$ cat config.mk
export PLATFORM = sky130hd
export DESIGN_NAME = digital_one_shot
export DESIGN_NICKNAME = d
export VERILOG_FILES = /design/src/rtl/os_pkg.sv /design/src/rtl/os_sync.sv /design/src/rtl/os_trig.sv /design/src/rtl/os_timer.sv /design/src/rtl/digital_one_shot.sv
export SDC_FILE = /design/constraint.sdc
export NUM_CORES = 1
export LEC_CHECK = 0
export CORE_ASPECT_RATIO = 0.9
export CORE_MARGIN = 2
export CORE_UTILIZATION = 30
export DETAILED_ROUTE_END_ITERATION = 10
export PLACE_DENSITY = 0.52
export SETUP_SLACK_MARGIN = 0.1
export SYNTH_ARGS = -nofsm -noshare
export SYNTH_HDL_FRONTEND = slang
export SYNTH_SLANG_ARGS = --single-unit
export TNS_END_PERCENT = 50
$ cat constraint.sdc
create_clock -name clk_i -period 2.5 [get_ports clk_i]
set_input_delay 0.5 -clock clk_i [delete_from_list [all_inputs] [get_ports clk_i]]
set_output_delay 0.5 -clock clk_i [all_outputs]
set_load 0.02 [all_outputs]
$ cat src/rtl/os_pkg.sv
package os_pkg;
  typedef struct packed {
    logic clr_n;
    logic b2;
    logic b1;
    logic a2n;
    logic a1n;
  } os_pins_t;

  // idle pin levels seen while in reset: clear asserted, no trigger
  localparam os_pins_t PINS_RST = '{clr_n: 1'b0, b2: 1'b0, b1: 1'b0, a2n: 1'b1, a1n: 1'b1};
endpackage

$ cat src/rtl/os_sync.sv
module os_sync #(
  parameter int unsigned W      = 5,
  parameter int unsigned STAGES = 2,
  parameter logic [W-1:0] RST_VAL = '0
) (
  input  logic         clk_i,
  input  logic         rst_ni,
  input  logic [W-1:0] d_i,
  output logic [W-1:0] q_o
);
  logic [W-1:0] stg_q [STAGES];

  for (genvar s = 0; s < STAGES; s++) begin : g_stage
    logic [W-1:0] nxt;
    if (s == 0) begin : g_first
      assign nxt = d_i;
    end else begin : g_next
      assign nxt = stg_q[s-1];
    end
    always_ff @(posedge clk_i or negedge rst_ni) begin
      if (!rst_ni) stg_q[s] <= RST_VAL;
      else         stg_q[s] <= nxt;
    end
  end

  assign q_o = stg_q[STAGES-1];
endmodule

$ cat src/rtl/os_trig.sv
module os_trig #(
  parameter bit CLR_TRIG = 1'b0
) (
  input  logic           clk_i,
  input  logic           rst_ni,
  input  os_pkg::os_pins_t pins_i,
  output logic           fire_o
);
  logic term, term_q, clr_q, edge_fire, clr_fire;

  // low side: any A low; high side: all B high
  assign term = ~(pins_i.a1n & pins_i.a2n) & pins_i.b1 & pins_i.b2;

  always_ff @(posedge clk_i or negedge rst_ni) begin
    if (!rst_ni) begin
      term_q <= 1'b0;
      clr_q  <= 1'b0;
    end else begin
      term_q <= term;
      clr_q  <= pins_i.clr_n;
    end
  end

  // clear must be high now and a cycle earlier; a tie with release goes to clear
  assign edge_fire = term & ~term_q & pins_i.clr_n & clr_q;

  if (CLR_TRIG) begin : g_clr_trig
    assign clr_fire = pins_i.clr_n & ~clr_q & term & term_q;
  end else begin : g_no_clr_trig
    assign clr_fire = 1'b0;
  end

  assign fire_o = edge_fire | clr_fire;


  no_clr_start_chk: assert property (@(posedge clk_i) disable iff (!rst_ni)
    (!CLR_TRIG && pins_i.clr_n && !clr_q) |-> !fire_o);


  tie_to_clear_chk: assert property (@(posedge clk_i) disable iff (!rst_ni)
    (pins_i.clr_n && !clr_q && term && !term_q) |-> !fire_o);
endmodule

$ cat src/rtl/os_timer.sv
module os_timer #(
  parameter int unsigned CNT_W  = 16,
  parameter bit          RETRIG = 1'b1
) (
  input  logic             clk_i,
  input  logic             rst_ni,
  input  logic             start_i,
  input  logic             clr_i,
  input  logic [CNT_W-1:0] width_i,
  output logic             busy_o
);
  localparam logic [CNT_W-1:0] ONE = CNT_W'(1);

  logic [CNT_W-1:0] cnt_q, wid_eff;
  logic busy, load;

  assign busy    = (cnt_q != '0);
  assign wid_eff = (width_i == '0) ? ONE : width_i;
  assign load    = start_i && (RETRIG || !busy);

  always_ff @(posedge clk_i or negedge rst_ni) begin
    if (!rst_ni)      cnt_q <= '0;
    else if (!clr_i)  cnt_q <= '0;
    else if (load)    cnt_q <= wid_eff;
    else if (busy)    cnt_q <= cnt_q - ONE;
  end

  assign busy_o = busy;


  clear_kill_chk: assert property (@(posedge clk_i) disable iff (!rst_ni)
    !clr_i |=> (cnt_q == '0));


  count_down_chk: assert property (@(posedge clk_i) disable iff (!rst_ni)
    (busy && clr_i && !start_i) |=> (cnt_q == $past(cnt_q) - ONE));


  no_retrig_chk: assert property (@(posedge clk_i) disable iff (!rst_ni)
    (!RETRIG && busy && clr_i) |=> (cnt_q == $past(cnt_q) - ONE));
endmodule

$ cat src/rtl/digital_one_shot.sv
module digital_one_shot #(
  parameter int unsigned CNT_W       = 16,
  parameter int unsigned SYNC_STAGES = 2,
  parameter bit          RETRIG      = 1'b1,
  parameter bit          CLR_TRIG    = 1'b0
) (
  input  logic             clk_i,
  input  logic             rst_ni,
  input  logic             a1n_i,
  input  logic             a2n_i,
  input  logic             b1_i,
  input  logic             b2_i,
  input  logic             clr_ni,
  input  logic [CNT_W-1:0] width_i,
  output logic             q_o,
  output logic             qn_o
);
  import os_pkg::*;

  os_pins_t raw, syn;
  logic fire, busy;

  assign raw.clr_n = clr_ni;
  assign raw.b2    = b2_i;
  assign raw.b1    = b1_i;
  assign raw.a2n   = a2n_i;
  assign raw.a1n   = a1n_i;

  os_sync #(
    .W      ($bits(os_pins_t)),
    .STAGES (SYNC_STAGES),
    .RST_VAL(PINS_RST)
  ) u_sync (
    .clk_i (clk_i),
    .rst_ni(rst_ni),
    .d_i   (raw),
    .q_o   (syn)
  );

  os_trig #(.CLR_TRIG(CLR_TRIG)) u_trig (
    .clk_i (clk_i),
    .rst_ni(rst_ni),
    .pins_i(syn),
    .fire_o(fire)
  );

  os_timer #(.CNT_W(CNT_W), .RETRIG(RETRIG)) u_timer (
    .clk_i  (clk_i),
    .rst_ni (rst_ni),
    .start_i(fire),
    .clr_i  (syn.clr_n),
    .width_i(width_i),
    .busy_o (busy)
  );

  assign q_o  = busy;
  assign qn_o = ~busy;


  start_pulse_chk: assert property (@(posedge clk_i) disable iff (!rst_ni)
    (fire && !q_o) |=> q_o);
endmodule

; ---- Word-level counts from Yosys, hierarchy flattened
; Cells that the tools add are included.
[op_classes]
addsub = 1
n_eq_ne = 1
mux = 4
bitwise = 9
n_reduce_logical = 2
[ops]
columns = op, count
row1 = two-way mux 16 bit, 4
row2 = logical NOT 16 bit, 1
row3 = nonzero test 16 bit, 1
row4 = subtractor 16 x 1 -> 16 bit (second input constant), 1
row5 = bitwise AND 1 bit, 6
row6 = inequality test 3 bit (second input constant), 1
row7 = NOT 1 bit, 3
[word_totals]
register_bits = 28
out_inout_bits = 2

; ---- Longest topological paths before layout
[logic_depth]
depth_word = 9
ltp_mapped = 8
mapped_depth_nobuf = 7

; ---- Modules after synthesis
; Synthesis repeated with hierarchy kept, for this count alone.
[unflattened]
hier_cells = 127
hier_area_um2 = 1363.8
[modules_own_cells]
columns = module, instances, cells_each, area_per_inst_um2, seq_area_each_um2
row1 = os_timer, 1, 110, 1027.2, 400.4
row2 = os_sync, 1, 10, 255.2, 255.2
row3 = os_trig, 1, 6, 77.6, 50.0
row4 = digital_one_shot, 1, 1, 3.8, 0.0

; ---- Worst setup path after synthesis
; Ideal clock, no wire load.
[synth_path]
path_kind = register to register
start = register u_timer.cnt_q[4]
end = register u_timer.cnt_q[1]
arrival_time_ps = 1999
setup_slack_ps = 380
path_stages_with_launch = 7
period_less_slack_ps = 2120
cell_sequence = dfrtp_1 -> nor4_4 -> nand4b_4 -> nor4_4 -> inv_2 -> mux2i_1 -> a32o_2
[synth_between]
elab_chain_len = 2
[synth_lines]
columns = element, line_no
row1 = "start, declared", os_timer.sv:14  ; logic [CNT_W-1:0] cnt_q, wid_eff;
row2 = "start signal, assigned", os_timer.sv:24  ; else if (load) cnt_q <= wid_eff;
row3 = "start signal, assigned", os_timer.sv:25  ; else if (busy) cnt_q <= cnt_q - ONE;
row4 = nonzero test 16 bit, os_timer.sv:17  ; assign busy = (cnt_q != '0);
row5 = net q_o, digital_one_shot.sv:15  ; output logic q_o,
row6 = inequality test 3 bit (no source line), --
; The timed path passes the listed nets, and every way through them passes these cells.
; A chain may end at the register's enable or synchronous reset.

; ---- Worst setup path in the final report
[layout_path]
start = register u_timer.cnt_q[4]
end = output port q_o
[layout_between]
elab_chain_len = 1
[layout_lines]
columns = element, line_no
row1 = nonzero test 16 bit, os_timer.sv:17
row2 = "end, declared", digital_one_shot.sv:15
; Every way passes these cells.

==> run_results.csv <==
group,metric,value,unit
setup_path,crit_path_end_kind,"primary output",
yosys,syn_avg_cell_area,11.1,sq um
yosys,synth_seq_area_share,55.1,%
timing,rsz0062_at_grt,"yes",
yosys,synth_top_cell_by_area,"dfrtp_1",
placement,gp_congestion,0.801,
yosys,ys_types,32,
power,swShare,36.1,%
drt,top_layer_used,"met4",
cts,clock_sinks,28,
power,p_int,1.15,mW
cts,cts-htree-levels,1,
power,irDropWorstVdd,0.441,mV
run_status,outcome,"complete, no violations",
final_layout,nFillCells,391,
power,clkPwrFrac,13.9,%
final_layout,area_delta_synth_final,33.5,%
cts,clk_path_buf_depth,2,
setup_path,ff2ff_path_depth,8,
cts,cts_tree,"yes",
timing,tightest_slew,0.371,ns
grt,grt_overflow,0,
timing,period_share,91.5,%
grt,grt_pass1_vias,1022,
power,pwr-share-comb,48.6,%
yosys,ys_warn_count,0,
cts,ctsRootBufferMaster,"clkbuf_8",
die,ios,25,
grt,grt_pass1_wl,4770,microns
timing,fmax,0.437,GHz
hold_path,min_path_cells,0,
drt,wl_met2,1250,microns
timing,final.setup.tns,0,ns
final_layout,layout-drive-gt1-share,20.1,%
cts,clk_pin_slew_worst_paths,0.09,ns
power,p_per_area,1050,nW/um^2
final_layout,n_antenna_cell,0,
timing,hold_viol,0,
setup_path,crit_type,"reg -> out",
final_layout,regArea,707,sq um
timing,setup_viol,0,
yosys,ys_seq_elements,28,
grt,grtUsageTotal,13.2,%
setup_path,arrival,1.79,ns
drt,via_count,1015,
grt,antenna_found_initial,0,
drt,viasPerCell,5.02,
run,maxCapViolations,0,
drt,drc,0,
yosys,synth-edff-count,0,
cts,clk-insertion-delay-late,0.27,ns
hold_path,hp-class,"reg -> reg",
drt,drt-met1-wl,1440,microns
die,die_h,66.0,microns
timing,slew_viol_final,0,
timing,post-route-min-period,2.29,ns
yosys,synthFlopType,"dfrtp_1",
final_layout,nets,179,
cts,cts_buffers,3,
timing,finalClockSkew,0.00323,ns
power,leakagePower,0.718,nW
grt,grt_max_degree,29,
setup_path,required,2.00,ns
yosys,synth-async-reset-ratio,100,%
placement,io_buffers,24,
timing,slew_headroom,74.9,%
drt,met3_length,161,microns
setup_path,worstSetupStartpointType,"flip-flop",
die,num_rows,22,
drt,antenna_left,0,
drt,dr.first_iter.drc_count,68,
drt,drt-total-wl,2880,microns
power,total_power,1.79,mW
final_layout,multiInputGateArea,541,sq um
yosys,yosys-top-cells-area,"dfrtp_1 (47%), dfstp_2 (8.2%), xnor2_1 (6.8%)",
setup_path,cp_max_fo,4,
yosys,synth_area,1280,sq um
die,coreArea,4100,sq um
die,initial_core_util,31.2,%
placement,post-dp-hpwl,2200,microns
drt,dr.pass1.iters,4,
power,seqPwrFrac,37.5,%
yosys,synth_top_area_share,46.9,%
die,die_w,72.9,microns
power,p_switching,0.647,mW
die,dieArea,4810,sq um
drt,wl_per_cell,14.2,microns
yosys,synth_cells,115,
yosys,syn_nets,139,
cells by family after synthesis:
logic type | Yosys count | synth area share (%)
AO/OA/AOI/OAI | 20 | 9.78
buffers and inverters | 8 | 2.93
adder cells (fa/ha/maj) | 1 | 0.977
AND/OR/NAND/NOR | 43 | 20.8
XOR/XNOR | 14 | 9.58
multiplexers | 1 | 0.782
flip-flops | 28 | 55.1
cell type report:
type / instances / share of cell area (%)
Sequential cell: 28 / 41.4
Multi-Input combinational cell: 79 / 31.6
Timing Repair Buffer: 37 / 19.5
Tap cell: 48 / 3.51
Clock buffer: 4 / 2.64
Inverter: 6 / 1.32
power groups by stage:
stage	registers, mW	logic [mW]	clock network (mW)
detailed placement	0.680	0.824	0
finish	0.673	0.871	0.249
floorplan	0.668	0.545	0
CTS	0.673	0.861	0.264
global route	0.683	0.965	0.274
global placement	0.674	0.817	0
critical path, cell delays in order (launching register included):
cell      delay (ns)
dfrtp_1         0.43
nor4_4          0.27
buf_4           0.18
nand4b_4        0.11
nor4_4          0.29
inv_2           0.09
buf_6           0.14
registers in the layout, summed over array words and instances, names as in the netlist:
signal and cells:
u_timer.cnt_q 16, u_sync.g_stage.nxt 5, u_sync.q_o 5, u_trig.clr_q 1, u_trig.term_q 1
final timing paths:
path                                                      endpoint  slack (ns)                          startpoint
worst max-delay path                                           q_o        0.21        u_timer.cnt_q[4]$_DFFE_PN0P_
worst max register to register        u_timer.cnt_q[2]$_DFFE_PN0P_        0.47        u_timer.cnt_q[4]$_DFFE_PN0P_
worst min register to register             u_sync.q_o[2]$_DFF_PN0_        0.36  u_sync.g_stage[1].nxt[2]$_DFF_PN0_
worst min-delay path                       u_sync.q_o[2]$_DFF_PN0_        0.36  u_sync.g_stage[1].nxt[2]$_DFF_PN0_
max in group asynchronous       u_sync.g_stage[1].nxt[1]$_DFF_PN1_        1.60                              rst_ni
min in group asynchronous                  u_trig.term_q$_DFF_PN0_        0.59                              rst_ni
synth_stat cells, drive strengths merged (2+ instances only):
| cell | number |
|---|---|
| xnor2 | 10 |
| inv | 6 |
| xor2 | 4 |
| dfstp | 4 |
| dfrtp | 24 |
| nor2 | 4 |
| nor3 | 7 |
| o21ai | 12 |
| nand2 | 16 |
| a21oi | 2 |
| nand3 | 2 |
| nor4 | 7 |
timing repair:
action | 4_1_cts | 5_1_grt
gates cloned | 0 | 0
setup endpoints to repair | 2 | 2
pin swaps | 2 | 2
resized for setup | 7 | 5
setup buffers | 1 | 2
hold buffers | 0 | 0
layer usage:
layer	global-route usage (%)	vias up
li1	-	479
met1	17.9	498
met2	20.7	34
met3	3.35	4
met4	4.17	0
met5	0	-
cell usage in the layout (no fill, tap or decap), types with 2 or more instances in the layout:
| cell | instances |
|---|---|
| nor3_1 | 7 |
| dfstp_2 | 4 |
| nor4_4 | 2 |
| nor2_1 | 4 |
| nor4_1 | 5 |
| xor2_1 | 4 |
| buf_4 | 13 |
| inv_1 | 5 |
| o21ai_0 | 12 |
| xnor2_1 | 10 |
| clkdlybuf4s50_1 | 22 |
| a21oi_1 | 2 |
| dfrtp_1 | 23 |
| clkbuf_8 | 3 |
| nand2_1 | 16 |
per-stage QoR:
step	area (sq um)	hold slack [ns]	std cells	setup slack (ns)	utilization (%)
finish	1710	0.356	202	0.212	41.7
global route	1710	0.363	202	0.0910	41.7
CTS	1700	0.362	200	0.0788	41.4
detailed placement	1640	0.339	195	-0.00201	40.0
global placement	1640	0.338	195	0.0343	40.0
floorplan	1280	0.204	115	0.380	-
Note: power is estimated with default switching activity, not from simulation.
